$ cat src/rtl/pll_seq_pkg.sv
package pll_seq_pkg;

    localparam int RATE_W    = 16;
    localparam int N_W       = 5;
    localparam int M_W       = 9;
    localparam int OD_W      = 2;
    localparam int TBL_DEPTH = 8;
    localparam int RB_W      = RATE_W + M_W;

    typedef struct packed {
        logic [RATE_W-1:0] rate;
        logic [M_W-1:0]    m;
        logic [N_W-1:0]    n;
        logic [OD_W-1:0]   od;
    } rate_ent_t;

    typedef struct packed {
        logic [N_W-1:0]  n;
        logic [M_W-1:0]  m;
        logic [OD_W-1:0] od;
    } pll_cfg_t;

    typedef enum logic [1:0] {
        ST_IDLE,
        ST_RST,
        ST_POLL,
        ST_BACK
    } seq_st_t;

    // Supported settings for a 24 MHz reference; a zero rate ends the list.
    function automatic rate_ent_t tbl_entry(input int idx);
        rate_ent_t e;
        case (idx)
            0:       e = '{rate: 16'd312,  m: 9'd52,  n: 5'd1, od: 2'd2};
            1:       e = '{rate: 16'd504,  m: 9'd42,  n: 5'd1, od: 2'd1};
            2:       e = '{rate: 16'd600,  m: 9'd50,  n: 5'd1, od: 2'd1};
            3:       e = '{rate: 16'd792,  m: 9'd66,  n: 5'd1, od: 2'd1};
            4:       e = '{rate: 16'd1008, m: 9'd42,  n: 5'd1, od: 2'd0};
            5:       e = '{rate: 16'd1200, m: 9'd50,  n: 5'd1, od: 2'd0};
            7:       e = '{rate: 16'd1500, m: 9'd125, n: 5'd2, od: 2'd0};
            default: e = '0;
        endcase
        return e;
    endfunction

endpackage

$ cat src/rtl/pll_rate_table.sv
module pll_rate_table
    import pll_seq_pkg::*;
#(
    parameter int DEPTH = TBL_DEPTH
) (
    input  logic [RATE_W-1:0] req_rate,
    input  logic [RATE_W-1:0] qry_rate,
    output logic              hit,
    output pll_cfg_t          hit_cfg,
    output logic [RATE_W-1:0] qry_result
);

    rate_ent_t        ent [DEPTH];
    logic [DEPTH-1:0] live;
    logic [DEPTH-1:0] match;
    logic [DEPTH-1:0] ge;

    for (genvar i = 0; i < DEPTH; i++) begin : g_ent
        localparam rate_ent_t E = tbl_entry(i);
        assign ent[i] = E;
        // An entry is reachable only if no zero-rate entry precedes it.
        if (i == 0) begin : g_first
            assign live[i] = (E.rate != '0);
        end else begin : g_rest
            assign live[i] = live[i-1] && (E.rate != '0);
        end
        assign match[i] = live[i] && (E.rate == req_rate);
        assign ge[i]    = live[i] && (E.rate >= qry_rate);
    end

    // Exact lookup: lowest matching index wins.
    always_comb begin
        hit     = 1'b0;
        hit_cfg = '0;
        for (int i = DEPTH - 1; i >= 0; i--) begin
            if (match[i]) begin
                hit     = 1'b1;
                hit_cfg = '{n: ent[i].n, m: ent[i].m, od: ent[i].od};
            end
        end
    end

    // Rounding: first qualifying entry, else entry 0.
    always_comb begin
        logic found;
        found      = 1'b0;
        qry_result = ent[0].rate;
        for (int i = 0; i < DEPTH; i++) begin
            if (!found && ge[i]) begin
                qry_result = ent[i].rate;
                found      = 1'b1;
            end
        end
    end

endmodule

$ cat src/rtl/pll_rate_calc.sv
module pll_rate_calc
    import pll_seq_pkg::*;
(
    input  logic [RATE_W-1:0] ref_mhz,
    input  pll_cfg_t          cfg,
    output logic [RB_W-1:0]   rate_rb
);

    logic [RB_W-1:0] vco;
    logic [RB_W-1:0] fref;

    always_comb begin
        vco  = RB_W'(ref_mhz) * RB_W'(cfg.m);
        fref = (cfg.n != '0) ? (vco / RB_W'(cfg.n)) : '0;
        rate_rb = fref >> cfg.od;
    end

endmodule

$ cat src/rtl/pll_seq_fsm.sv
module pll_seq_fsm
    import pll_seq_pkg::*;
#(
    parameter int LOCK_POLLS = 24000000,
    parameter int CNT_W      = $clog2(LOCK_POLLS + 1)
) (
    input  logic              clk,
    input  logic              rst_n,
    input  logic              req_valid,
    input  logic [RATE_W-1:0] req_rate,
    input  logic [RATE_W-1:0] ref_mhz,
    input  logic              hit,
    input  pll_cfg_t          hit_cfg,
    input  logic              pll_lock,
    output pll_cfg_t          cfg,
    output logic              pll_rst,
    output logic              busy,
    output logic              done,
    output logic              err,
    output logic              tmo,
    output logic              err_sticky
);

    localparam rate_ent_t E0      = tbl_entry(0);
    localparam pll_cfg_t  CFG_RST = '{n: E0.n, m: E0.m, od: E0.od};
    localparam logic [CNT_W-1:0] LAST_POLL = CNT_W'(LOCK_POLLS - 1);

    typedef struct packed {
        seq_st_t          st;
        pll_cfg_t         cfg;
        pll_cfg_t         good;
        pll_cfg_t         pend;
        logic             rst;
        logic             busy;
        logic             done;
        logic             err;
        logic             tmo;
        logic             sticky;
        logic [CNT_W-1:0] cnt;
    } seq_reg_t;

    localparam seq_reg_t REG_RST = '{
        st: ST_IDLE, cfg: CFG_RST, good: CFG_RST, pend: CFG_RST,
        rst: 1'b0, busy: 1'b0, done: 1'b0, err: 1'b0, tmo: 1'b0,
        sticky: 1'b0, cnt: '0
    };

    seq_reg_t s_d, s_q;

    always_comb begin
        s_d      = s_q;
        s_d.done = 1'b0;
        s_d.err  = 1'b0;
        s_d.tmo  = 1'b0;
        unique case (s_q.st)
            ST_IDLE: begin
                if (req_valid) begin
                    if ((req_rate == '0) || (ref_mhz == '0) || !hit) begin
                        s_d.err = 1'b1;
                    end else begin
                        s_d.pend = hit_cfg;
                        s_d.rst  = 1'b1;
                        s_d.busy = 1'b1;
                        s_d.st   = ST_RST;
                    end
                end
            end
            ST_RST: begin
                // One write loads all fields and releases reset.
                s_d.cfg = s_q.pend;
                s_d.rst = 1'b0;
                s_d.cnt = '0;
                s_d.st  = ST_POLL;
            end
            ST_POLL: begin
                if (pll_lock) begin
                    s_d.done = 1'b1;
                    s_d.good = s_q.cfg;
                    s_d.busy = 1'b0;
                    s_d.st   = ST_IDLE;
                end else if (s_q.cnt == LAST_POLL) begin
                    s_d.rst = 1'b1;
                    s_d.st  = ST_BACK;
                end else begin
                    s_d.cnt = s_q.cnt + 1'b1;
                end
            end
            ST_BACK: begin
                s_d.cfg    = s_q.good;
                s_d.rst    = 1'b0;
                s_d.tmo    = 1'b1;
                s_d.sticky = 1'b1;
                s_d.busy   = 1'b0;
                s_d.st     = ST_IDLE;
            end
            default: s_d = REG_RST;
        endcase
    end

    always_ff @(posedge clk or negedge rst_n) begin
        if (!rst_n) s_q <= REG_RST;
        else        s_q <= s_d;
    end

    assign cfg        = s_q.cfg;
    assign pll_rst    = s_q.rst;
    assign busy       = s_q.busy;
    assign done       = s_q.done;
    assign err        = s_q.err;
    assign tmo        = s_q.tmo;
    assign err_sticky = s_q.sticky;

endmodule

$ cat src/rtl/pll_prog_seq.sv
module pll_prog_seq
    import pll_seq_pkg::*;
#(
    parameter int LOCK_POLLS = 24000000
) (
    input  logic              clk,
    input  logic              rst_n,
    input  logic              req_valid,
    input  logic [RATE_W-1:0] req_rate,
    input  logic [RATE_W-1:0] ref_mhz,
    input  logic [RATE_W-1:0] qry_rate,
    output logic [RATE_W-1:0] qry_result,
    input  logic              pll_lock,
    output logic              pll_rst,
    output logic [N_W-1:0]    pll_n,
    output logic [M_W-1:0]    pll_m,
    output logic [OD_W-1:0]   pll_od,
    output logic [RB_W-1:0]   rate_rb,
    output logic              busy,
    output logic              done,
    output logic              err,
    output logic              tmo,
    output logic              err_sticky
);

    localparam int CNT_W = $clog2(LOCK_POLLS + 1);

    logic     hit;
    pll_cfg_t hit_cfg;
    pll_cfg_t cfg;

    pll_rate_table #(.DEPTH(TBL_DEPTH)) u_table (
        .req_rate   (req_rate),
        .qry_rate   (qry_rate),
        .hit        (hit),
        .hit_cfg    (hit_cfg),
        .qry_result (qry_result)
    );

    pll_seq_fsm #(.LOCK_POLLS(LOCK_POLLS), .CNT_W(CNT_W)) u_fsm (
        .clk        (clk),
        .rst_n      (rst_n),
        .req_valid  (req_valid),
        .req_rate   (req_rate),
        .ref_mhz    (ref_mhz),
        .hit        (hit),
        .hit_cfg    (hit_cfg),
        .pll_lock   (pll_lock),
        .cfg        (cfg),
        .pll_rst    (pll_rst),
        .busy       (busy),
        .done       (done),
        .err        (err),
        .tmo        (tmo),
        .err_sticky (err_sticky)
    );

    pll_rate_calc u_calc (
        .ref_mhz (ref_mhz),
        .cfg     (cfg),
        .rate_rb (rate_rb)
    );

    assign pll_n  = cfg.n;
    assign pll_m  = cfg.m;
    assign pll_od = cfg.od;

endmodule

$ cat config.mk
export PLATFORM = sky130hd
export DESIGN_NAME = pll_prog_seq
export DESIGN_NICKNAME = d
export VERILOG_FILES = /design/src/rtl/pll_seq_pkg.sv /design/src/rtl/pll_rate_table.sv /design/src/rtl/pll_rate_calc.sv /design/src/rtl/pll_seq_fsm.sv /design/src/rtl/pll_prog_seq.sv
export SDC_FILE = /design/constraint.sdc
export NUM_CORES = 1
export LEC_CHECK = 0
export BUFFER_PORTS_ARGS = -buffer_cell sky130_fd_sc_hd__buf_2
export CORE_AREA = 2 2 283 145
export CTS_CLUSTER_SIZE = 10
export DETAILED_ROUTE_END_ITERATION = 7
export DIE_AREA = 0 0 285 147
export PLACE_DENSITY = 0.7
export SLEW_MARGIN = 20
export SYNTH_ARGS = -nofsm -noshare
export SYNTH_HDL_FRONTEND = slang
export SYNTH_SLANG_ARGS = --single-unit
export TNS_END_PERCENT = 100
$ cat constraint.sdc
create_clock -name clk -period 104.6 [get_ports clk]
set_clock_uncertainty 0.15 [all_clocks]
set_input_delay 15.69 -clock clk [delete_from_list [all_inputs] [get_ports clk]]
set_output_delay 15.69 -clock clk [all_outputs]
set_load 0.05 [all_outputs]
==> results.sh <==
export IMPL_cap_violations=0
export IMPL_setup_viol=0
export IMPL_antenna_found_initial=0
export IMPL_max_stage_delay_ns=0.78
export IMPL_cts_resized=0
export IMPL_synth_area_per_cell_um2=7.35
export IMPL_layout_drive_gt1_share_pct=9.94
export IMPL_start_kind="input port"
export IMPL_cp_common_cell="o21a_1"
export IMPL_status="complete, no violations"
export IMPL_grt_ovfl_total=0
export IMPL_synthTopCellsByArea="ha_1 9.8%, fa_1 9.5%, dfrtp_1 7.1%, nand2_1 5.5%, nor2_1 5.2%"
export IMPL_drtIter0Drc=2647
export IMPL_cp_data_arrival_time_ns=82.03
export IMPL_worstSetupPathType="in -> out"
export IMPL_synth_most_common_cell="nand2_1"
export IMPL_hold_violations=0
export IMPL_post_route_min_period_ns=97.87
export IMPL_yosysSeqAreaShare_pct=8.88
export IMPL_synth_ff_type="dfrtp_1"
export IMPL_report_final_slew_viol_count=0
export IMPL_final_instance_count_excl_fill=3386
export IMPL_routedWlPerCell_um=20.0
export IMPL_cts_hold_buf=0
export IMPL_period_share_pct=93.6
export IMPL_yosys_top_cells_count="303 x nand2_1, 289 x nor2_1, 162 x ha_1"
export IMPL_grtUsageTotal_pct=31.6
export IMPL_core_area_um2=39700
export IMPL_fmax_ghz=0.0102
export IMPL_clk_latency_ns=0.33
export IMPL_critPathCaptureType="output port"
export IMPL_rows=52
export IMPL_multi_input_area_um2=17700
export IMPL_path_max_fanout=14
export IMPL_cts_made_buffers=9
export IMPL_synthCells=2827
export IMPL_ys_warn_count=0
export IMPL_htreeDepth=3
export IMPL_start_util_pct=52.3
export IMPL_dieArea_um2=41900
export IMPL_ant_nets=0
export IMPL_numPortBuffers=105
export IMPL_required_ns=88.76
export IMPL_seq_area_um2=1840
export IMPL_cts_path_max_buffers=2
export IMPL_worst_slew_pin_slew_ns=1.13
export IMPL_synth_seq_cells=73
export IMPL_tns_ns=0
export IMPL_synth_top_area_share_pct=9.76
export IMPL_holdWs_ns=0.308
export IMPL_rsz0062_at_grt="false"
export IMPL_cts_sinks=73
export IMPL_dp_cells=3370
export IMPL_n_antenna_cell=0
export IMPL_placed_area_um2=21500
export IMPL_drt_pass1_iter_count=7
export IMPL_ios=115
export IMPL_die_w_um=285
export IMPL_syn_cell_area_um2=20800
export IMPL_num_vias=22000
export IMPL_hp_class="reg -> reg"
export IMPL_cts_setup_buffers=0
export IMPL_ys_types=130
export IMPL_fp_dieH_um=147
export IMPL_drt_total_wl_um=67700
export IMPL_cts_root_buf="clkbuf_16"
export IMPL_relSlewSlack_pct=24.1
export IMPL_dp_hpwl_um=54900
export IMPL_cpMaxStageDelayCell="nor2_1"
export IMPL_area_growth_pct=5.12
export IMPL_globalplace_congestion=1.02
export IMPL_synth_largest_area_cell="ha_1"
export IMPL_vias_per_cell=6.49
export IMPL_final_area_um2=21800
export IMPL_tritoncts="done"
export IMPL_synthArstFlopShare_pct=100
export IMPL_fin_nets=3154
export IMPL_fillerInstances=3802
export IMPL_clkTransAtPathRegs_ns=0.06
export IMPL_first_global_vias=19800
export IMPL_synth_edf_count=0
export IMPL_grt_start_max_net_pins=74
export IMPL_drcViolationCount=0
export IMPL_grt_pass1_wl_um=109000
==> state kept, by name, summed over array words and instances, names as in the netlist <==
register,cells
u_fsm.pll_rst,1
u_fsm.s_q,51
u_fsm.err,1
u_fsm.busy,1
u_fsm.tmo,1
u_fsm.done,1
u_fsm.cfg,16
u_fsm.err_sticky,1
==> layer usage <==
metal  share of wire, %  vias up  track usage (%)
met3                 11       70             6.77
met2                 38     1079             42.0
met5                  0        -                0
met4                1.3        0             4.01
li1                   -    10300                -
met1                 50    10500             51.6
==> logic make-up after synthesis <==
kind of cell,synth area share (%)
and+or+nand+nor,29.9
AOI/OAI and AO/OA,26.6
buffers and inverters,5.85
adders and majority gates,19.4
xor gates and xnor gates,5.23
muxes,4.19
DFF,8.88
other,0.0362
==> through the flow <==
step | setup slack [ns] | util, %
after floorplan | 18.60 | -
after global placement | 11.32 | 54.2
after detailed placement | 8.63 | 54.2
final | 6.73 | 55.0
after CTS | 8.32 | 55.0
after global routing | 1.47 | 55.0
==> critical path, delay by kind of cell <==
family                     cells  cell delay, ns
xor gates and xnor gates       1            0.28
muxes                          4            1.53
AOI/OAI and AO/OA            121           26.11
adders and majority gates     30            9.95
buffers and inverters         11            1.07
and+or+nand+nor              106           27.31
==> worst paths after layout <==
| check | startpoint | endpoint | slack, ns | cells after the start |
|---|---|---|---|---|
| hold / removal | u_fsm.err_sticky | u_fsm.err_sticky | 0.31 | 1 |
| min in group asynchronous | rst_n | u_fsm.s_q[4] | 15.42 | 2 |
| hold reg to reg | u_fsm.err_sticky | u_fsm.err_sticky | 0.31 | 1 |
| setup / recovery | ref_mhz[12] | rate_rb[0] | 6.73 | 273 |
| setup reg to reg | u_fsm.s_q[0] | u_fsm.s_q[21] | 101.32 | 13 |
| max in group asynchronous | rst_n | u_fsm.cfg[10] | 88.27 | 2 |
==> cell type report <==
cell class,count,share of cell area [%]
clock buffer,10,1.09
timing repair buffer,120,2.92
inverter,162,2.79
tap,540,3.10
sequential,73,8.45
clock inverter,6,0.413
multi-input combinational,2475,81.2
==> layout by cell type (no fill, tap or decap), types with 37 or more instances in the layout <==
cell,count
inv_1,161
o21a_1,83
nand2_1,303
nor3_1,118
nor2_1,289
xor2_1,58
nand2b_1,37
and2_1,110
xnor2_1,66
dfrtp_1,59
buf_2,105
a21oi_1,150
nand3_1,80
ha_1,162
o21ai_0,149
mux2i_1,47
nand4_1,39
fa_1,99
o31ai_1,37
Power is left out: the tool's default activity adds up to more than one toggle a clock period on the data nets, which glitch-free logic cannot reach.
